$ cat config.mk
export PLATFORM = sky130hd
export DESIGN_NAME = minifloat_addsub
export DESIGN_NICKNAME = d
export VERILOG_FILES = /design/src/rtl/mfa_pkg.sv /design/src/rtl/mfa_align.sv /design/src/rtl/mfa_addsig.sv /design/src/rtl/mfa_norm.sv /design/src/rtl/mfa_round.sv /design/src/rtl/minifloat_addsub.sv
export SDC_FILE = /design/constraint.sdc
export NUM_CORES = 1
export LEC_CHECK = 0
export ABC_AREA = 1
export BUFFER_PORTS_ARGS = -buffer_cell sky130_fd_sc_hd__buf_2
export CORE_MARGIN = 5
export CORE_UTILIZATION = 60
export DETAILED_ROUTE_END_ITERATION = 12
export PLACE_DENSITY = 0.8
export SLEW_MARGIN = 10
export SYNTH_ARGS = -nofsm -noshare
export SYNTH_HDL_FRONTEND = slang
export SYNTH_SLANG_ARGS = --single-unit
$ cat constraint.sdc
create_clock -name clk -period 7.7 [get_ports clk]
set_input_delay 0.385 -clock clk [delete_from_list [all_inputs] [get_ports clk]]
set_output_delay 0.385 -clock clk [all_outputs]
set_load 0.005 [all_outputs]
$ cat src/rtl/mfa_pkg.sv
// Package: default format widths and the shared rounding decision.
// Assumes three extra bits (guard, round, sticky) below the fraction.
package mfa_pkg;
    localparam int MFA_EXP_W  = 4;
    localparam int MFA_FRAC_W = 6;
    localparam int MFA_GRS_W  = 3;

    // Round-to-nearest-even increment decision.
    function automatic logic rne_inc(input logic lsb, input logic g,
                                     input logic r, input logic s);
        return g & (r | s | lsb);
    endfunction
endpackage

$ cat src/rtl/mfa_align.sv
// Stage 1: unpack both operands, pick the larger magnitude, and shift the
// smaller significand right by the exponent gap, keeping guard, round and
// sticky bits. Assumes exponent code 0 means zero and no denormals exist.
module mfa_align #(
    parameter int EXP_W  = mfa_pkg::MFA_EXP_W,
    parameter int FRAC_W = mfa_pkg::MFA_FRAC_W,
    localparam int W     = 1 + EXP_W + FRAC_W,
    localparam int SIG_W = FRAC_W + 1,
    localparam int GRS_W = mfa_pkg::MFA_GRS_W,
    localparam int EXT_W = SIG_W + GRS_W
) (
    input  logic             clk,
    input  logic             rst_n,
    input  logic             in_valid,
    input  logic             op_sub,
    input  logic [W-1:0]     opnd_a,
    input  logic [W-1:0]     opnd_b,
    output logic             v1,
    output logic [EXT_W-1:0] big1,
    output logic [EXT_W-1:0] sml1,
    output logic [EXP_W-1:0] exp1,
    output logic             sign1,
    output logic             sub1
);
    logic             sa, sb, za, zb, a_big;
    logic [EXP_W-1:0] ea, eb, e_big, e_sml, gap;
    logic [W-2:0]     ka, kb;
    logic [SIG_W-1:0] siga, sigb, sig_big, sig_sml;
    logic [2*EXT_W-1:0] wide;
    logic             stk;
    logic [EXT_W-1:0] sml_c;

    // Unpack operands and order them by magnitude.
    always_comb begin
        sa    = opnd_a[W-1];
        sb    = opnd_b[W-1] ^ op_sub;
        ea    = opnd_a[W-2:FRAC_W];
        eb    = opnd_b[W-2:FRAC_W];
        za    = (ea == '0);
        zb    = (eb == '0);
        siga  = za ? '0 : {1'b1, opnd_a[FRAC_W-1:0]};
        sigb  = zb ? '0 : {1'b1, opnd_b[FRAC_W-1:0]};
        ka    = za ? '0 : opnd_a[W-2:0];
        kb    = zb ? '0 : opnd_b[W-2:0];
        a_big = (ka >= kb);
        e_big   = a_big ? ea : eb;
        e_sml   = a_big ? eb : ea;
        sig_big = a_big ? siga : sigb;
        sig_sml = a_big ? sigb : siga;
        gap     = e_big - e_sml;
    end

    // Right-shift the smaller significand, folding lost bits into sticky.
    always_comb begin
        wide = {sig_sml, {GRS_W{1'b0}}, {EXT_W{1'b0}}} >> gap;
        if (int'(gap) >= EXT_W) begin
            stk   = |sig_sml;
            sml_c = {{(EXT_W-1){1'b0}}, stk};
        end else begin
            stk   = |wide[EXT_W-1:0];
            sml_c = wide[2*EXT_W-1:EXT_W] | {{(EXT_W-1){1'b0}}, stk};
        end
    end

    // Stage register; data loads only with a valid operation.
    always_ff @(posedge clk) begin
        if (!rst_n) begin
            v1 <= 1'b0; big1 <= '0; sml1 <= '0; exp1 <= '0;
            sign1 <= 1'b0; sub1 <= 1'b0;
        end else begin
            v1 <= in_valid;
            if (in_valid) begin
                big1  <= {sig_big, {GRS_W{1'b0}}};
                sml1  <= sml_c;
                exp1  <= e_big;
                sign1 <= a_big ? sa : sb;
                sub1  <= sa ^ sb;
            end
        end
    end
endmodule

$ cat src/rtl/mfa_addsig.sv
// Stage 2: add or subtract the aligned extended significands.
// Assumes the first operand is never smaller in magnitude than the second,
// so a difference is never negative.
module mfa_addsig #(
    parameter int EXP_W  = mfa_pkg::MFA_EXP_W,
    parameter int FRAC_W = mfa_pkg::MFA_FRAC_W,
    localparam int EXT_W = FRAC_W + 1 + mfa_pkg::MFA_GRS_W
) (
    input  logic             clk,
    input  logic             rst_n,
    input  logic             v1,
    input  logic [EXT_W-1:0] big1,
    input  logic [EXT_W-1:0] sml1,
    input  logic [EXP_W-1:0] exp1,
    input  logic             sign1,
    input  logic             sub1,
    output logic             v2,
    output logic [EXT_W:0]   sum2,
    output logic [EXP_W-1:0] exp2,
    output logic             sign2
);
    logic [EXT_W:0] sum_c;

    // Significand adder/subtractor.
    always_comb begin
        if (sub1) sum_c = {1'b0, big1} - {1'b0, sml1};
        else      sum_c = {1'b0, big1} + {1'b0, sml1};
    end

    // Stage register.
    always_ff @(posedge clk) begin
        if (!rst_n) begin
            v2 <= 1'b0; sum2 <= '0; exp2 <= '0; sign2 <= 1'b0;
        end else begin
            v2 <= v1;
            if (v1) begin
                sum2  <= sum_c;
                exp2  <= exp1;
                sign2 <= sign1;
            end
        end
    end
endmodule

$ cat src/rtl/mfa_norm.sv
// Stage 3: normalize the raw sum (right by one on carry-out, or left by the
// leading-zero count), adjust the exponent, and flag zero and underflow.
// Assumes the sticky bit stays in the LSB when shifting right.
module mfa_norm #(
    parameter int EXP_W  = mfa_pkg::MFA_EXP_W,
    parameter int FRAC_W = mfa_pkg::MFA_FRAC_W,
    localparam int EXT_W  = FRAC_W + 1 + mfa_pkg::MFA_GRS_W,
    localparam int EXPI_W = EXP_W + 2,
    localparam int LZ_W   = $clog2(EXT_W + 1)
) (
    input  logic                     clk,
    input  logic                     rst_n,
    input  logic                     v2,
    input  logic [EXT_W:0]           sum2,
    input  logic [EXP_W-1:0]         exp2,
    input  logic                     sign2,
    output logic                     v3,
    output logic [EXT_W-1:0]         nrm3,
    output logic signed [EXPI_W-1:0] exp3,
    output logic                     sign3,
    output logic                     zero3,
    output logic                     unf3
);
    logic [LZ_W-1:0]          lz;
    logic                     found;
    logic [EXT_W-1:0]         nrm_c;
    logic signed [EXPI_W-1:0] exp_c;
    logic                     zero_c, unf_c;

    // Leading-zero count over the non-carry part of the sum.
    always_comb begin
        lz    = '0;
        found = 1'b0;
        for (int i = EXT_W - 1; i >= 0; i--) begin
            if (!found && sum2[i]) begin
                lz    = LZ_W'(EXT_W - 1 - i);
                found = 1'b1;
            end
        end
    end

    // Shift and exponent adjust, then zero and underflow detection.
    always_comb begin
        if (sum2[EXT_W]) begin
            nrm_c = sum2[EXT_W:1] | {{(EXT_W-1){1'b0}}, sum2[0]};
            exp_c = $signed(EXPI_W'(exp2)) + $signed(EXPI_W'(1));
        end else begin
            nrm_c = sum2[EXT_W-1:0] << lz;
            exp_c = $signed(EXPI_W'(exp2)) - $signed(EXPI_W'(lz));
        end
        zero_c = (sum2 == '0);
        unf_c  = !zero_c && (exp_c < $signed(EXPI_W'(1)));
    end

    // Stage register.
    always_ff @(posedge clk) begin
        if (!rst_n) begin
            v3 <= 1'b0; nrm3 <= '0; exp3 <= '0; sign3 <= 1'b0;
            zero3 <= 1'b0; unf3 <= 1'b0;
        end else begin
            v3 <= v2;
            if (v2) begin
                nrm3  <= nrm_c;
                exp3  <= exp_c;
                sign3 <= sign2;
                zero3 <= zero_c;
                unf3  <= unf_c;
            end
        end
    end
endmodule

$ cat src/rtl/mfa_round.sv
// Stage 4: round to nearest even, renormalize on carry-out, detect overflow,
// and pack the output word with its flags. Assumes a normalized input whose
// top bit is one unless the zero or underflow flag is set.
module mfa_round #(
    parameter int EXP_W  = mfa_pkg::MFA_EXP_W,
    parameter int FRAC_W = mfa_pkg::MFA_FRAC_W,
    localparam int W      = 1 + EXP_W + FRAC_W,
    localparam int SIG_W  = FRAC_W + 1,
    localparam int GRS_W  = mfa_pkg::MFA_GRS_W,
    localparam int EXT_W  = SIG_W + GRS_W,
    localparam int EXPI_W = EXP_W + 2,
    localparam int EMAX   = (1 << EXP_W) - 1
) (
    input  logic                     clk,
    input  logic                     rst_n,
    input  logic                     v3,
    input  logic [EXT_W-1:0]         nrm3,
    input  logic signed [EXPI_W-1:0] exp3,
    input  logic                     sign3,
    input  logic                     zero3,
    input  logic                     unf3,
    output logic                     out_valid,
    output logic [W-1:0]             result,
    output logic                     ovf_flag,
    output logic                     unf_flag
);
    logic                     up;
    logic [SIG_W:0]           rsum;
    logic [FRAC_W-1:0]        frac_r;
    logic signed [EXPI_W-1:0] exp_r;
    logic [W-1:0]             res_c;
    logic                     ovf_c, unf_c;

    // Rounding increment and renormalization.
    always_comb begin
        up   = mfa_pkg::rne_inc(nrm3[GRS_W], nrm3[2], nrm3[1], nrm3[0]);
        rsum = {1'b0, nrm3[EXT_W-1:GRS_W]} + (SIG_W+1)'(up);
        if (rsum[SIG_W]) begin
            frac_r = '0;
            exp_r  = exp3 + $signed(EXPI_W'(1));
        end else begin
            frac_r = rsum[FRAC_W-1:0];
            exp_r  = exp3;
        end
    end

    // Final packing with zero, underflow and overflow cases.
    always_comb begin
        ovf_c = 1'b0;
        unf_c = 1'b0;
        if (zero3) begin
            res_c = '0;
        end else if (unf3) begin
            res_c = {sign3, {(W-1){1'b0}}};
            unf_c = 1'b1;
        end else if (exp_r >= $signed(EXPI_W'(EMAX))) begin
            res_c = {sign3, {EXP_W{1'b1}}, {FRAC_W{1'b0}}};
            ovf_c = 1'b1;
        end else begin
            res_c = {sign3, exp_r[EXP_W-1:0], frac_r};
        end
    end

    // Output register; holds while no new result arrives.
    always_ff @(posedge clk) begin
        if (!rst_n) begin
            out_valid <= 1'b0; result <= '0; ovf_flag <= 1'b0; unf_flag <= 1'b0;
        end else begin
            out_valid <= v3;
            if (v3) begin
                result   <= res_c;
                ovf_flag <= ovf_c;
                unf_flag <= unf_c;
            end
        end
    end
endmodule

$ cat src/rtl/minifloat_addsub.sv
// Top: four-stage pipelined adder/subtractor for the eleven-bit float code
// (sign, offset-7 exponent, six fraction bits, hidden one). Accepts one
// operation per cycle; the result appears four cycles after the input.
module minifloat_addsub #(
    parameter int EXP_W  = mfa_pkg::MFA_EXP_W,
    parameter int FRAC_W = mfa_pkg::MFA_FRAC_W,
    localparam int W      = 1 + EXP_W + FRAC_W,
    localparam int EXT_W  = FRAC_W + 1 + mfa_pkg::MFA_GRS_W,
    localparam int EXPI_W = EXP_W + 2
) (
    input  logic         clk,
    input  logic         rst_n,
    input  logic         in_valid,
    input  logic         op_sub,
    input  logic [W-1:0] opnd_a,
    input  logic [W-1:0] opnd_b,
    output logic         out_valid,
    output logic [W-1:0] result,
    output logic         ovf_flag,
    output logic         unf_flag
);
    logic                     v1, v2, v3;
    logic [EXT_W-1:0]         big1, sml1, nrm3;
    logic [EXP_W-1:0]         exp1, exp2;
    logic                     sign1, sub1, sign2, sign3, zero3, unf3;
    logic [EXT_W:0]           sum2;
    logic signed [EXPI_W-1:0] exp3;

    mfa_align #(.EXP_W(EXP_W), .FRAC_W(FRAC_W)) u_align (
        .clk(clk), .rst_n(rst_n), .in_valid(in_valid), .op_sub(op_sub),
        .opnd_a(opnd_a), .opnd_b(opnd_b), .v1(v1), .big1(big1),
        .sml1(sml1), .exp1(exp1), .sign1(sign1), .sub1(sub1));

    mfa_addsig #(.EXP_W(EXP_W), .FRAC_W(FRAC_W)) u_addsig (
        .clk(clk), .rst_n(rst_n), .v1(v1), .big1(big1), .sml1(sml1),
        .exp1(exp1), .sign1(sign1), .sub1(sub1), .v2(v2), .sum2(sum2),
        .exp2(exp2), .sign2(sign2));

    mfa_norm #(.EXP_W(EXP_W), .FRAC_W(FRAC_W)) u_norm (
        .clk(clk), .rst_n(rst_n), .v2(v2), .sum2(sum2), .exp2(exp2),
        .sign2(sign2), .v3(v3), .nrm3(nrm3), .exp3(exp3), .sign3(sign3),
        .zero3(zero3), .unf3(unf3));

    mfa_round #(.EXP_W(EXP_W), .FRAC_W(FRAC_W)) u_round (
        .clk(clk), .rst_n(rst_n), .v3(v3), .nrm3(nrm3), .exp3(exp3),
        .sign3(sign3), .zero3(zero3), .unf3(unf3), .out_valid(out_valid),
        .result(result), .ovf_flag(ovf_flag), .unf_flag(unf_flag));
endmodule

; ---- Yosys cells after proc, flatten, opt, wreduce, memory -nomap -nowiden
; Index checks and enable logic that the tools add are counted.
[totals]
register_bits = 75
mem_bits_rw = 0
out_inout_bits = 14
mem_count = 0
wordCells = 106
input_bits = 26
mem_bits_ro = 0
latchBits = 0
[op_classes]
muxes = 41
div = 0
n_reduce_logical = 25
eq_ne = 0
n_lt_le_gt_ge = 4
multipliers = 0
shift = 2
addsub = 7
n_bitwise = 7
[op_table]
columns = op, n
row1 = 10-bit two-way mux, 6
row2 = 7-bit two-way mux, 4
row3 = 11-bit two-way mux, 2
row4 = 10-bit by 1-bit OR with 10-bit output, 2
row5 = 20-bit by 4-bit >> shifter with 20-bit output, 1
row6 = 6-bit two-way mux, 3
row7 = 1-bit two-way mux, 16
row8 = 4-bit two-way mux, 4
row9 = 3-bit two-way mux, 4
row10 = 10-bit by 10-bit adder with 11-bit output, 1
row11 = 11-bit logical NOT, 1
row12 = 10-bit by 10-bit subtractor with 11-bit output, 1
row13 = 10-bit greater-or-equal comparator, 1
row14 = 1-bit logical AND, 10
row15 = 1-bit logical NOT, 10
row16 = 10-bit OR reduction, 1
row17 = 10-bit by 4-bit left shift with 10-bit output, 1
row18 = 7-bit by 1-bit adder with 8-bit output, 1
row19 = 4-bit logical NOT, 2
row20 = 7-bit OR reduction, 1
row21 = 6-bit by 2-bit adder with 6-bit output (second input constant), 1
row22 = 6-bit by 5-bit greater-or-equal comparator with 1-bit output (second input constant), 1
row23 = 6-bit by 2-bit < comparator with 1-bit output (second input constant), 1
row24 = 4-bit by 1-bit adder with 5-bit output (second input constant), 1
row25 = 7 further kinds, 10

; ---- Logic depth before layout (Yosys ltp)
; Gate-level depths: netlist of the first run.
[logic_depth]
depth_word = 32
depth_mapped = 29

; ---- Modules after synthesis
; From an unflattened synthesis of the first run, not the netlist that was laid out.
[hier_totals]
hier_cells = 968
area_unflattened_um2 = 6103.4
[modules_own_cells]
columns = mod, instances, cells_each, seq_area_each_um2, area_per_inst_um2
row1 = mfa_align, 1, 361, 480.5, 2223.4
row2 = mfa_norm, 1, 230, 400.4, 1475.2
row3 = mfa_addsig, 1, 231, 340.3, 1425.1
row4 = mfa_round, 1, 146, 280.3, 979.7

; ---- Least setup slack after synthesis of the first run
; OpenSTA, ideal clock, no wires.
[synth_path]
path_type = input to register
start = in opnd_b[8]
end = reg u_align.sml1[0]
stages = 27
required_time_ns = 7.568
arrival_ns = 3.112
slack_ns = 4.455
cell_sequence = nor2_2 -> nand2_2 -> nand2_1 -> inv_1 -> ha_1 -> o21ai_0 -> nand2_1 -> nand4_1 -> nor2_4 -> nor2_8 -> nand2_4 -> inv_2 -> nand2_1 -> nand3_1 -> ha_1 -> buf_2 -> clkinv_1 -> nand3_1 -> nand3_1 -> nand2_1 -> nand2_1 -> nor2_1 -> nand2_1 -> nand2_1 -> nand2_1 -> nand2_1 -> a21oi_1
[synth_via]
elab_chain_len = 9
elab_cells_between_ends = 14
classes_between = add/sub: 1 / order compare: 2 / shift: 1 / mux: 6 / bitwise: 1 / reduce/logical: 3
[synth_rtl]
columns = element, line_no
row1 = from (decl), minifloat_addsub.sv:16  ; input logic [W-1:0] opnd_b,
row2 = 4-bit logical NOT, mfa_align.sv:40  ; zb = (eb == '0);
row3 = 10-bit two-way mux, mfa_align.sv:44  ; kb = zb ? '0 : opnd_b[W-2:0];
row4 = 10-bit greater-or-equal comparator, mfa_align.sv:45  ; a_big = (ka >= kb);
row5 = 4-bit two-way mux (on tied branches), "mfa_align.sv:46, mfa_align.sv:47"
row6 = 4-bit subtractor, mfa_align.sv:50  ; gap = e_big - e_sml;
row7 = 20-bit by 4-bit >> shifter with 20-bit output, mfa_align.sv:55  ; wide = {sig_sml, {GRS_W{1'b0}}, {EXT_W{1'b0}}} >> gap;
row8 = 10-bit OR reduction, mfa_align.sv:60  ; stk = |wide[EXT_W-1:0];
row9 = 10-bit by 1-bit OR with 10-bit output, mfa_align.sv:61  ; sml_c = wide[2*EXT_W-1:EXT_W] | {{(EXT_W-1){1'b0}}, stk};
row10 = 10-bit two-way mux (*), mfa_align.sv:56  ; if (int'(gap) >= EXT_W) begin
row11 = to (signal assigned), mfa_align.sv:74  ; sml1 <= sml_c;
row12 = to (decl), mfa_align.sv:20  ; output logic [EXT_W-1:0] sml1,
; Every way passes the cells marked *; elsewhere a longest branch is shown, timed or not.
; A chain may end at the register's enable or synchronous reset.

; ---- Worst setup path after layout of the first run
[layout_path]
start = in opnd_a[8]
end = reg u_align.sml1[0]
[layout_via]
elab_chain_len = 9
elab_cells_between_ends = 14
classes_between = add/sub: 1 / order compare: 2 / shift: 1 / mux: 6 / bitwise: 1 / reduce/logical: 3
[layout_rtl]
columns = element, line_no
row1 = from (decl), minifloat_addsub.sv:15  ; input logic [W-1:0] opnd_a,
row2 = 4-bit logical NOT, mfa_align.sv:39  ; za = (ea == '0);
row3 = 10-bit two-way mux, mfa_align.sv:43  ; ka = za ? '0 : opnd_a[W-2:0];
row4 = 10-bit greater-or-equal comparator, mfa_align.sv:45
row5 = 4-bit two-way mux (on tied branches), "mfa_align.sv:46, mfa_align.sv:47"
row6 = 4-bit subtractor, mfa_align.sv:50
row7 = 20-bit by 4-bit >> shifter with 20-bit output, mfa_align.sv:55
row8 = 10-bit OR reduction, mfa_align.sv:60
row9 = 10-bit by 1-bit OR with 10-bit output, mfa_align.sv:61
row10 = 10-bit two-way mux (*), mfa_align.sv:56
; Marked as above.

==> impl_results.md, run 1 <==
- Outcome: finished clean
- Final Power: 1.07 mW
- Initial antenna violation count: 0
- Critical Path Sink Type: flop
- Cells resized by post-CTS repair: 0
- Synthesized cell area: 0.00524 mm^2
- Final count of negative-setup-slack endpoints: 0
- Die Width: 103 um
- Inserted Diodes: 0
- Syn_nets: 863
- Asr flop ratio synth: 0%
- LEAKAGE: 2.67 nW
- WP data required: 7.91 ns
- Crit path max fanout: 23
- CTS tree: built
- Post-DR vias/cell: 5.55
- R2r endpoint: u_norm.unf3$_SDFFE_PN0P_
- Initial detailed-routing violation count: 271
- Total Die Area: 0.0107 mm^2
- Nets: 883
- GP Congestion: 0.950
- Largest area contributor in the netlist: dfxtp_1
- Sink Count: 75
- Mean post-synth cell area: 6.53 um^2
- CTS buffer count: 9
- R2r worst-path depth: 12
- Maximum vdd drop: 0.106 mV
- Area contributors post-synth: dfxtp_1 (29%), nand2_1 (13%), ha_1 (7.9%), o21ai_0 (7.6%), inv_1 (7.6%)
- CTS clk-pin slew, worst paths: 0.07 ns
- Detailed Routing Iterations Pass 1: 5
- Unique masters post-synth: 40
- Reg2Reg Setup Slack: 4.64 ns
- Highest Clock Rate: 260 MHz
- Worst r2r src: u_addsig.sum2[4]$_SDFFE_PN0P_
- Number of synthesized flops with an enable pin: 0
- Cells after synthesis: 802
- Top_reg_cell synth: dfxtp_1
- Sequential-to-total area share from yosys stat: 28.7%
- Worst rel slew slack: 37.8%
- Share of cells above drive strength 1: 11.1%
- Core ar.: 0.00859 mm^2
- Clk_lat worst skew: 0.35 ns
- CTS H-tree depth: 3
- Worst Hold End: u_align.big1[4]$_SDFFE_PN0P_
- Max-cap viol count: 0
- Clock Path Buffers: 2
- DRC: 0
- # port buffers: 39
- YS warnings: 0
- Number of stages on the worst hold path: 3
- Top cells by count, synth: nand2_1 (175), inv_1 (106), o21ai_0 (80)
- First-pass GRT wire length: 21800 um
- Period utilization: 49.9%
- Vias in the first global route: 4942
- Initial Utilization: 60.9%
- Yosys top cell area share: 28.7%
- Wirelength, routed: 12900 um
- Setup Skew: 0.0132 ns
- Data arrival, critical path: 4.05 ns
- I/O pin total: 40
- Critical Path Start Type: primary input
- Hold-fix buffers, CTS: 0
- Largest net degree at the start of global routing: 36
- Fin. max-slew vios: 0
- Rows: 34
- Hold_sp: opnd_b[1]
- RSZ-0062 raised after global routing: false
- WL/cell: 13.8 um
- Tmin final: 3.84 ns
- Final HPWL DP: 10200 um
- Syn-to-layout area delta: 7.72%
- Kind of critical path: primary input to flop
- Most frequent cell after synthesis: nand2_1
- Post-route ant nets: 0
- Type of the worst min-delay path: primary input to flop
- Power per Cell Area: 189 mW/mm^2
- Clk Tree Root Cell: clkbuf_8
- Setup repair bufs after CTS: 0
- Total Routing Usage GR: 25.3%
- DIE HEIGHT: 103 um
- Worst-Margin Slew: 0.934 ns
- Final Hold Fails: 0
- GRT Residual Overflow: 0
- Via count: 5188
- FF+latch count, synth: 75
- Setup TNS: 0 ns
## final cells by class
type / count / area [um^2]
inverters: 116 / 435
repair buffers: 40 / 203
multi-input cells: 580 / 3170
well taps: 108 / 135
flip-flops and latches: 75 / 1500
clock inverters: 7 / 68.8
clock buffers: 9 / 124
fillers: 775 / 2950
## where the power goes
part / total, mW / switching, mW / internal (mW)
registers: 0.436 / 0.0246 / 0.411
clock network: 0.293 / 0.144 / 0.148
logic: 0.339 / 0.224 / 0.115
total: 1.07 / 0.393 / 0.674
## worst max-delay path by stage
stage | from | to | slack (ns) | cells after the start
2_1_floorplan | opnd_b[8] | u_align.sml1[0]$_SDFFE_PN0P_ | 4.46 | 27
3_3_place_gp | opnd_b[8] | u_align.sml1[0]$_SDFFE_PN0P_ | 3.67 | 27
3_5_place_dp | opnd_a[6] | u_align.sml1[0]$_SDFFE_PN0P_ | 3.58 | 27
4_1_cts | opnd_a[8] | u_align.sml1[0]$_SDFFE_PN0P_ | 3.93 | 27
5_1_grt | opnd_a[8] | u_align.sml1[0]$_SDFFE_PN0P_ | 3.44 | 27
6_report | opnd_a[8] | u_align.sml1[0]$_SDFFE_PN0P_ | 3.86 | 27
## state kept, by name (all words and copies together), names as in the netlist, 4 cells and up
| signal | count |
|---|---|
| u_addsig.sum2 | 11 |
| u_align.big1 | 7 |
| u_align.exp1 | 4 |
| u_norm.exp3 | 6 |
| u_align.sml1 | 10 |
| u_addsig.exp2 | 4 |
| u_round.result | 11 |
| u_norm.nrm3 | 10 |
## stage by stage
step	worst slack (ns)	std cells	utilization (%)	hold WS (ns)	cell area, um^2
4_1_cts	3.93	935	65.6	0.326	5640
3_5_place_dp	3.58	919	63.4	0.452	5450
3_3_place_gp	3.67	919	63.4	0.447	5450
5_1_grt	3.44	935	65.6	0.337	5640
2_1_floorplan	4.46	802	-	0.434	5240
6_report	3.86	935	65.6	0.334	5640
## critical path, stage by stage
cell and delay (ns):
buf_2 0.12, nor2_1 0.16, nand2_2 0.15, nand2_1 0.12
inv_1 0.07, ha_1 0.27, o21ai_0 0.07, nand2_1 0.06
nand4_1 0.13, nor2_4 0.20, nor2_8 0.06, nand2_4 0.25
inv_2 0.14, nand2_1 0.10, nand3_1 0.15, ha_1 0.50
clkinv_1 0.28, nand3_1 0.19, nand3_1 0.11, nand2_1 0.09
nand2_1 0.05, nor2_1 0.11, nand2_1 0.07, nand2_1 0.05
nand2_1 0.05, nand2_1 0.05, a21oi_1 0.05
## cells in the final DEF, fill, tap and decap left out, drive strengths merged, types with 9 or more instances in the layout
cell,synthesis,layout
buf,4,40
ha,33,33
a31oi,15,15
clkinv,6,10
a21oi,75,75
inv,110,110
xor2,11,11
clkbuf,27,9
dfxtp,75,75
nor3,13,13
o21ai,82,82
nor2,56,56
nand2,187,187
nand3,62,62
## per-layer routing
metal	vias up	GRT usage (%)	share of wire, %
li1	2679	-	-
met1	2328	28.5	41
met2	151	48.4	52
met3	30	3.49	4.7
met4	0	8.57	2.6
met5	-	0	0
## kinds of logic (layout without fill, tap and decap cells)
logic type / after synthesis / after routing / share of synthesized area (%)
AND/OR/NAND/NOR: 330 / 330 / 28.1
adder cells (fa/ha/maj): 35 / 35 / 8.65
flip-flops: 75 / 75 / 28.7
XOR/XNOR: 16 / 16 / 2.68
AO/OA/AOI/OAI: 199 / 199 / 21.1
buffers and inverters: 147 / 172 / 10.7
(Power assumes the default switching activity.)
==> run 2: changes to the inputs <==
--- a/config.mk
+++ b/config.mk
@@ -5,12 +5,12 @@
 export SDC_FILE = /design/constraint.sdc
 export NUM_CORES = 1
 export LEC_CHECK = 0
-export ABC_AREA = 1
+export ABC_AREA = 0
 export BUFFER_PORTS_ARGS = -buffer_cell sky130_fd_sc_hd__buf_2
 export CORE_MARGIN = 5
-export CORE_UTILIZATION = 60
+export CORE_UTILIZATION = 55
 export DETAILED_ROUTE_END_ITERATION = 12
-export PLACE_DENSITY = 0.8
+export PLACE_DENSITY = 0.77
 export SLEW_MARGIN = 10
 export SYNTH_ARGS = -nofsm -noshare
 export SYNTH_HDL_FRONTEND = slang
==> constraint.sdc (replaced) <==
create_clock -name clk -period 3.4 [get_ports clk]
set_input_delay 0.17 -clock clk [delete_from_list [all_inputs] [get_ports clk]]
set_output_delay 0.17 -clock clk [all_outputs]
set_load 0.005 [all_outputs]
==> run 2 against run 1 <==
  * Synthesized area is 2.2% higher
  * Final cell count is 5.7% lower
  * Clock power grew to 2.7 times the previous value
  * Via count is 1.4% higher
  * Critical endpoint unchanged
  * Largest cell class unchanged
==> impl_results.md, run 2 <==
- Syn-to-layout area delta: 19.1%
- CP Cell Sequence: buf_6, or4_4, and2_4, ha_4, a21oi_2, maj3_2, o211ai_4, nor2_4, nor2_4, nor2_4, ha_4, nand3_1, o2111a_1, a311oi_2, nand3_1, a222oi_1, a211oi_2
- Mean post-synth cell area: 7.93 um^2
- Worst rel slew slack: 27.3%
- Largest registers: u_addsig.sum2 x11, u_round.result x11
- Crit path max fanout: 7
- Area contributors post-synth: dfxtp_1 (28%), ha_1 (7.7%), nor2_1 (5.2%), nand2_1 (4.6%), mux2i_1 (4.5%)
- Number of stages on the worst hold path: 3
- Nets: 805
- Clk_lat worst skew: 0.36 ns
- Dpl ws: -0.562 ns
- Sink Count: 75
- Die Width: 109 um
- Post-DR vias/cell: 5.96
- Data arrival, critical path: 3.59 ns
- Detailed Routing Iterations Pass 1: 6
- Final count of negative-setup-slack endpoints: 0
- Sw Share: 34.9%
- Cells after synthesis: 675
- CTS H-tree depth: 3
- Largest net degree at the start of global routing: 36
- Yosys top cell area share: 28.0%
- Reg power frac: 36.1%
- CTS buffer count: 9
- Final Util: 66.1%
- R2r endpoint: u_norm.unf3$_SDFFE_PN0P_
- Largest area contributor in the netlist: dfxtp_1
- WP data required: 3.63 ns
- Initial antenna violation count: 0
- FF+latch count, synth: 75
- Met2 usage: 43.1%
- Via count: 5259
- YS warnings: 0
- CTS tree: built
- Worst r2r src: u_addsig.sum2[1]$_SDFFE_PN0P_
- I/O pin total: 40
- Maximum vdd drop: 0.317 mV
- Met1 GRT Util: 31.2%
- Initial Utilization: 55.5%
- Number of synthesized flops with an enable pin: 0
- DIE HEIGHT: 109 um
- Slowest-stage cell, CP: or4_4
- Worst-Margin Slew: 1.09 ns
- Total Routing Usage GR: 25.0%
- First-pass GRT wire length: 24000 um
- RSZ-0062 raised after global routing: true
- Unique masters post-synth: 76
- Comb power frac: 35.2%
- Outcome: finished clean
- Period utilization: 98.8%
- Synthesized cell area: 0.00535 mm^2
- Kind of critical path: primary input to flop
- Final Hold Slack: 0.132 ns
- Met3 usage: 4.14%
- Critical Path Sink Type: flop
- WL/cell: 16.3 um
- Power per Cell Area: 436 mW/mm^2
- Cell family with most CP delay: simple AND/OR/NAND/NOR gates
- Most used routing layer: met2
- Total Die Area: 0.0118 mm^2
- Max-cap viol count: 0
- Tmin final: 3.36 ns
- CTS clk-pin slew, worst paths: 0.08 ns
- Clk Tree Root Cell: clkbuf_8
- Most common cell after layout, fill and taps aside: dfxtp_1
- Clock Path Buffers: 2
- R2r worst-path depth: 14
- Type of the worst min-delay path: primary input to flop
- # port buffers: 39
- Syn_nets: 736
- Core ar.: 0.00964 mm^2
- GP Congestion: 0.925
- DRC: 0
- Sequential-to-total area share from yosys stat: 28.0%
- Vias in the first global route: 5184
- Final Hold Fails: 0
- Highest Clock Rate: 298 MHz
- Setup Skew: 0.0139 ns
- Top_reg_cell synth: dfxtp_1
- Wirelength, routed: 14300 um
- Internal power: 1.81 mW
- Final HPWL DP: 10600 um
- DP Cell Count: 860
- Post-route ant nets: 0
- Final WS setup: 0.0417 ns
- LEAKAGE: 2.65 nW
- Inserted Diodes: 0
- Asr flop ratio synth: 0%
- Reg2Reg Setup Slack: 0.46 ns
- Hold_sp: opnd_b[5]
- Top cells by count, synth: dfxtp_1 (75), nor2_1 (74), nand2_1 (65)
- Most frequent cells in the layout: dfxtp_1 (75), nor2_1 (71), nand2_1 (65)
- Crit-path most repeated cell: nor2_4
- Sw power: 970 uW
- Fin. max-slew vios: 0
- Hold-fix buffers, CTS: 0
- Worst Hold End: u_align.big1[8]$_SDFFE_PN0P_
- Slowest Stage Delay on Critical Path: 0.58 ns
- Critical Path Start Type: primary input
- Share of cells above drive strength 1: 21.1%
- Most frequent cell after synthesis: dfxtp_1
- Rows: 36
- Finished Layout Cells: 882
- Worst path buffer plus inverter count: 1
- GRT Residual Overflow: 0
- Initial detailed-routing violation count: 420
- Clock share of power: 28.7%
==> run 2: kinds of logic after synthesis <==
kind of cell | count (synthesis) | share of synthesized area (%)
simple gates | 238 | 21.2
compound gates | 187 | 24.7
buf+inv | 81 | 5.94
flops | 75 | 28.0
fa+ha+maj | 37 | 8.86
mux | 32 | 6.80
xor+xnor | 25 | 4.37
==> run 2: layout make-up <==
class,count,area [um^2]
Clock buffer,9,124
Clock inverter,7,106
Fill cell,828,3260
Inverter,37,139
Multi-Input combinational cell,519,3660
Sequential cell,75,1500
Tap cell,133,166
Timing Repair Buffer,102,678
==> run 2: timing repair <==
item | 4_1_cts | 5_1_grt
gates resized for setup | 4 | 9
setup endpoints to repair | 2 | 5
buffers inserted | 1 | 5
pin swaps | 10 | 16
==> run 2: routing by layer <==
layer | wire length (um) | vias to the layer above
li1 | - | 2561
met1 | 5990 | 2442
met3 | 820 | 45
met4 | 450 | 0
met2 | 7080 | 211
met5 | 0 | -
==> run 2: power by group through the flow <==
stage	Sequential (mW)	Combinational, mW	Clock [mW]
4_1_cts	1.00	0.935	0.808
3_3_place_gp	1.02	0.889	0
3_5_place_dp	1.02	0.916	0
2_1_floorplan	0.989	0.684	0
5_1_grt	1.01	1.08	0.848
6_report	1.00	0.977	0.797
==> run 2: stage by stage <==
step / cell area, um^2 / total power, mW / setup TNS [ns]
2_1_floorplan: 5470 / 1.67 / -2.92
3_3_place_gp: 6030 / 1.91 / -2.49
3_5_place_dp: 6030 / 1.94 / -3.36
4_1_cts: 6290 / 2.75 / -0.0205
5_1_grt: 6380 / 2.94 / -0.0633
6_report: 6380 / 2.78 / 0
==> run 2: how the worst max path moves through the flow <==
stage,from,endpoint,slack [ns],cells past startpoint
after detailed placement,opnd_a[9],u_align.sml1[0]$_SDFFE_PN0P_,-0.56,16
final,opnd_a[9],u_align.sml1[0]$_SDFFE_PN0P_,0.04,17
after global routing,opnd_a[9],u_align.sml1[0]$_SDFFE_PN0P_,-0.04,17
after CTS,opnd_a[7],u_align.sml1[0]$_SDFFE_PN0P_,-0.02,16
after floorplan,opnd_a[8],u_align.sml1[0]$_SDFFE_PN0P_,-0.61,20
after global placement,opnd_a[9],u_align.sml1[0]$_SDFFE_PN0P_,-0.40,16
==> run 2: worst reg2reg max path: stages, from the launching register on <==
cell      delay, ns
dfxtp_1        0.46
nand2b_1       0.14
a21oi_1        0.07
o21bai_1       0.16
a21oi_1        0.09
o21bai_1       0.21
inv_1          0.07
ha_1           0.21
fa_1           0.42
xnor2_1        0.14
o21ai_0        0.23
nand3_1        0.11
o21ai_0        0.28
nand3b_1       0.12
a21boi_0       0.18
==> run 3: changes to the inputs <==
--- a/config.mk
+++ b/config.mk
@@ -10,6 +10,8 @@
 export CORE_MARGIN = 5
 export CORE_UTILIZATION = 55
 export DETAILED_ROUTE_END_ITERATION = 12
+export GPL_ROUTABILITY_DRIVEN = 1
+export GPL_TIMING_DRIVEN = 0
 export PLACE_DENSITY = 0.77
 export SLEW_MARGIN = 10
 export SYNTH_ARGS = -nofsm -noshare
==> run 3 against run 2 <==
  * Clock power is 2.5% higher
  * Clock skew is 0.0021 ns lower
  * Non-clock buffer count is 14 higher
  * First-iteration DRC count is 6.0% lower
  * Die area stayed put
  * Sequential cell count stayed put
  * Critical path type unchanged
  * Global-route usage is 2.2 points higher
  * The flow now finishes with violations (setup timing)
  * Utilization is 1.6 points higher
  * Count of clock-buffer cells in the layout stayed put
  * Highest routed layer unchanged
  * Sequential share of layout area is 0.55 points lower
  * Wire length is 13% higher
  * Total power is 3.8% higher
==> impl_results.md, run 3 (synthesis gave the netlist of run 2 again) <==
- WL/cell: 18.1 um
- CTS H-tree depth: 3
- Nets: 819
- Worst r2r src: u_addsig.sum2[0]$_SDFFE_PN0P_
- Maximum vdd drop: 0.405 mV
- Period utilization: 104%
- Initial Utilization: 55.5%
- Reg2Reg Setup Slack: 0.28 ns
- Largest net degree at the start of global routing: 16
- RSZ-0062 raised after global routing: true
- Final WS setup: -0.145 ns
- Setup Skew: 0.0118 ns
- Clk Tree Root Cell: clkbuf_8
- Final count of negative-setup-slack endpoints: 3
- Hold-fix buffers, CTS: 0
- DP Cell Count: 843
- DRC: 0
- Worst Hold End: u_align.exp1[2]$_SDFFE_PN0P_
- Critical Path Sink Type: flop
- Highest Clock Rate: 282 MHz
- I/O pin total: 40
- DIE HEIGHT: 109 um
- Kind of critical path: primary input to flop
- Vias in the first global route: 5243
- First-pass GRT wire length: 25600 um
- Type of the worst min-delay path: primary input to flop
- WP data required: 3.66 ns
- Syn-to-layout area delta: 21.9%
- Final Hold Fails: 0
- Largest registers: u_addsig.sum2 x11, u_round.result x11
- Failing checks: setup timing
- CTS clk-pin slew, worst paths: 0.09 ns
- Dpl ws: -1.38 ns
- LEAKAGE: 2.64 nW
- Finished Layout Cells: 896
- Setup TNS: -0.245 ns
- Wirelength, routed: 16300 um
- Critical Path Start Type: primary input
- Inserted Diodes: 0
- Via count: 5536
- Cell Area, Placed: 0.00581 mm^2
- Data arrival, critical path: 3.80 ns
- CTS buffer count: 9
- Core ar.: 0.00964 mm^2
- Outcome: finished, violations left
- Sink Count: 75
- Post-route ant nets: 0
- GP Congestion: 0.902
- Share of cells above drive strength 1: 20.2%
- Power per Cell Area: 442 mW/mm^2
- Most frequent cells in the layout: dfxtp_1 (75), nor2_1 (71), nand2_1 (64)
- Most common cell after layout, fill and taps aside: dfxtp_1
- Final HPWL DP: 11500 um
- Crit path max fanout: 6
- GRT Residual Overflow: 0
- Clk_lat worst skew: 0.37 ns
- Total Die Area: 0.0118 mm^2
- Number of stages on the worst hold path: 3
- Clock Path Buffers: 2
- Detailed Routing Iterations Pass 1: 6
- Fin. max-slew vios: 0
- Max-cap viol count: 0
- Final Util: 67.7%
- CTS tree: built
- # port buffers: 35
- Hold_sp: opnd_b[8]
- Final Instance Area: 0.00653 mm^2
- Initial antenna violation count: 0
- Die Width: 109 um
- Post-DR vias/cell: 6.18
- Final Power: 2.89 mW
- R2r worst-path depth: 16
- Rows: 36
- Total Routing Usage GR: 27.2%
- Final Hold Slack: 0.0932 ns
- R2r endpoint: u_norm.unf3$_SDFFE_PN0P_
- Worst-Margin Slew: 0.892 ns
- Tmin final: 3.54 ns
- Initial detailed-routing violation count: 395
- Worst rel slew slack: 40.0%
## run 3: cell types whose count changed in the layout (fill, tap and decap cells not counted), sizes merged
cell / change
buf: -10
clkbuf: +24
clkinv: -2
inv: +2
## run 3: per-layer routing
layer	vias to the layer above	share of wire [%]	global-route usage, %
met1	2592	39	31.7
met3	78	6.0	4.44
met2	278	50	48.1
met5	-	0	0
li1	2588	-	-
met4	0	5.1	13.6
## run 3: worst max path at each step
stage / startpoint / to / slack (ns)
after CTS: opnd_a[8] / u_align.sml1[0]$_SDFFE_PN0P_ / -0.31
after detailed placement: opnd_b[7] / u_align.sml1[0]$_SDFFE_PN0P_ / -1.38
after global routing: opnd_b[6] / u_align.sml1[0]$_SDFFE_PN0P_ / -0.26
final: opnd_a[6] / u_align.sml1[0]$_SDFFE_PN0P_ / -0.14
after global placement: opnd_b[7] / u_align.sml1[0]$_SDFFE_PN0P_ / -1.36
after floorplan: opnd_a[8] / u_align.sml1[0]$_SDFFE_PN0P_ / -0.61
## run 3: critical path, cell delays in order
cell and delay [ns]:
buf_12 0.11, or4_4 0.60, and2_4 0.21, ha_4 0.27
a21oi_2 0.05, maj3_2 0.34, o211a_4 0.27, nand2_8 0.07
nor2_4 0.05, nor2_4 0.12, ha_4 0.23, buf_8 0.13
o2111a_1 0.25, a311oi_2 0.31, nand3_1 0.16, a222oi_1 0.35
a211oi_2 0.12
## run 3: where the power goes
group	total [mW]	internal, mW	switching [mW]	leakage, nW
clock	0.817	0.426	0.390	0.116
combinational	1.08	0.474	0.604	1.91
sequential	0.991	0.932	0.0588	0.612
total	2.89	1.83	1.05	2.64
## run 3: timing repair
action	4_1_cts	5_1_grt
endpoints found under the setup margin	11	11
gates resized for setup	28	32
pin swaps	23	26
setup buffers	20	22
endpoints found under the hold margin	0	0
gates cloned	1	0
## run 3: layout make-up
cell class,instances,area [um^2]
multi-input cells,519,3760
fillers,817,3110
flip-flops and latches,75,1500
repair buffers,76,515
plain buffers,40,214
well taps,133,166
inverters,37,141
clock buffers,9,124
clock inverters,7,104
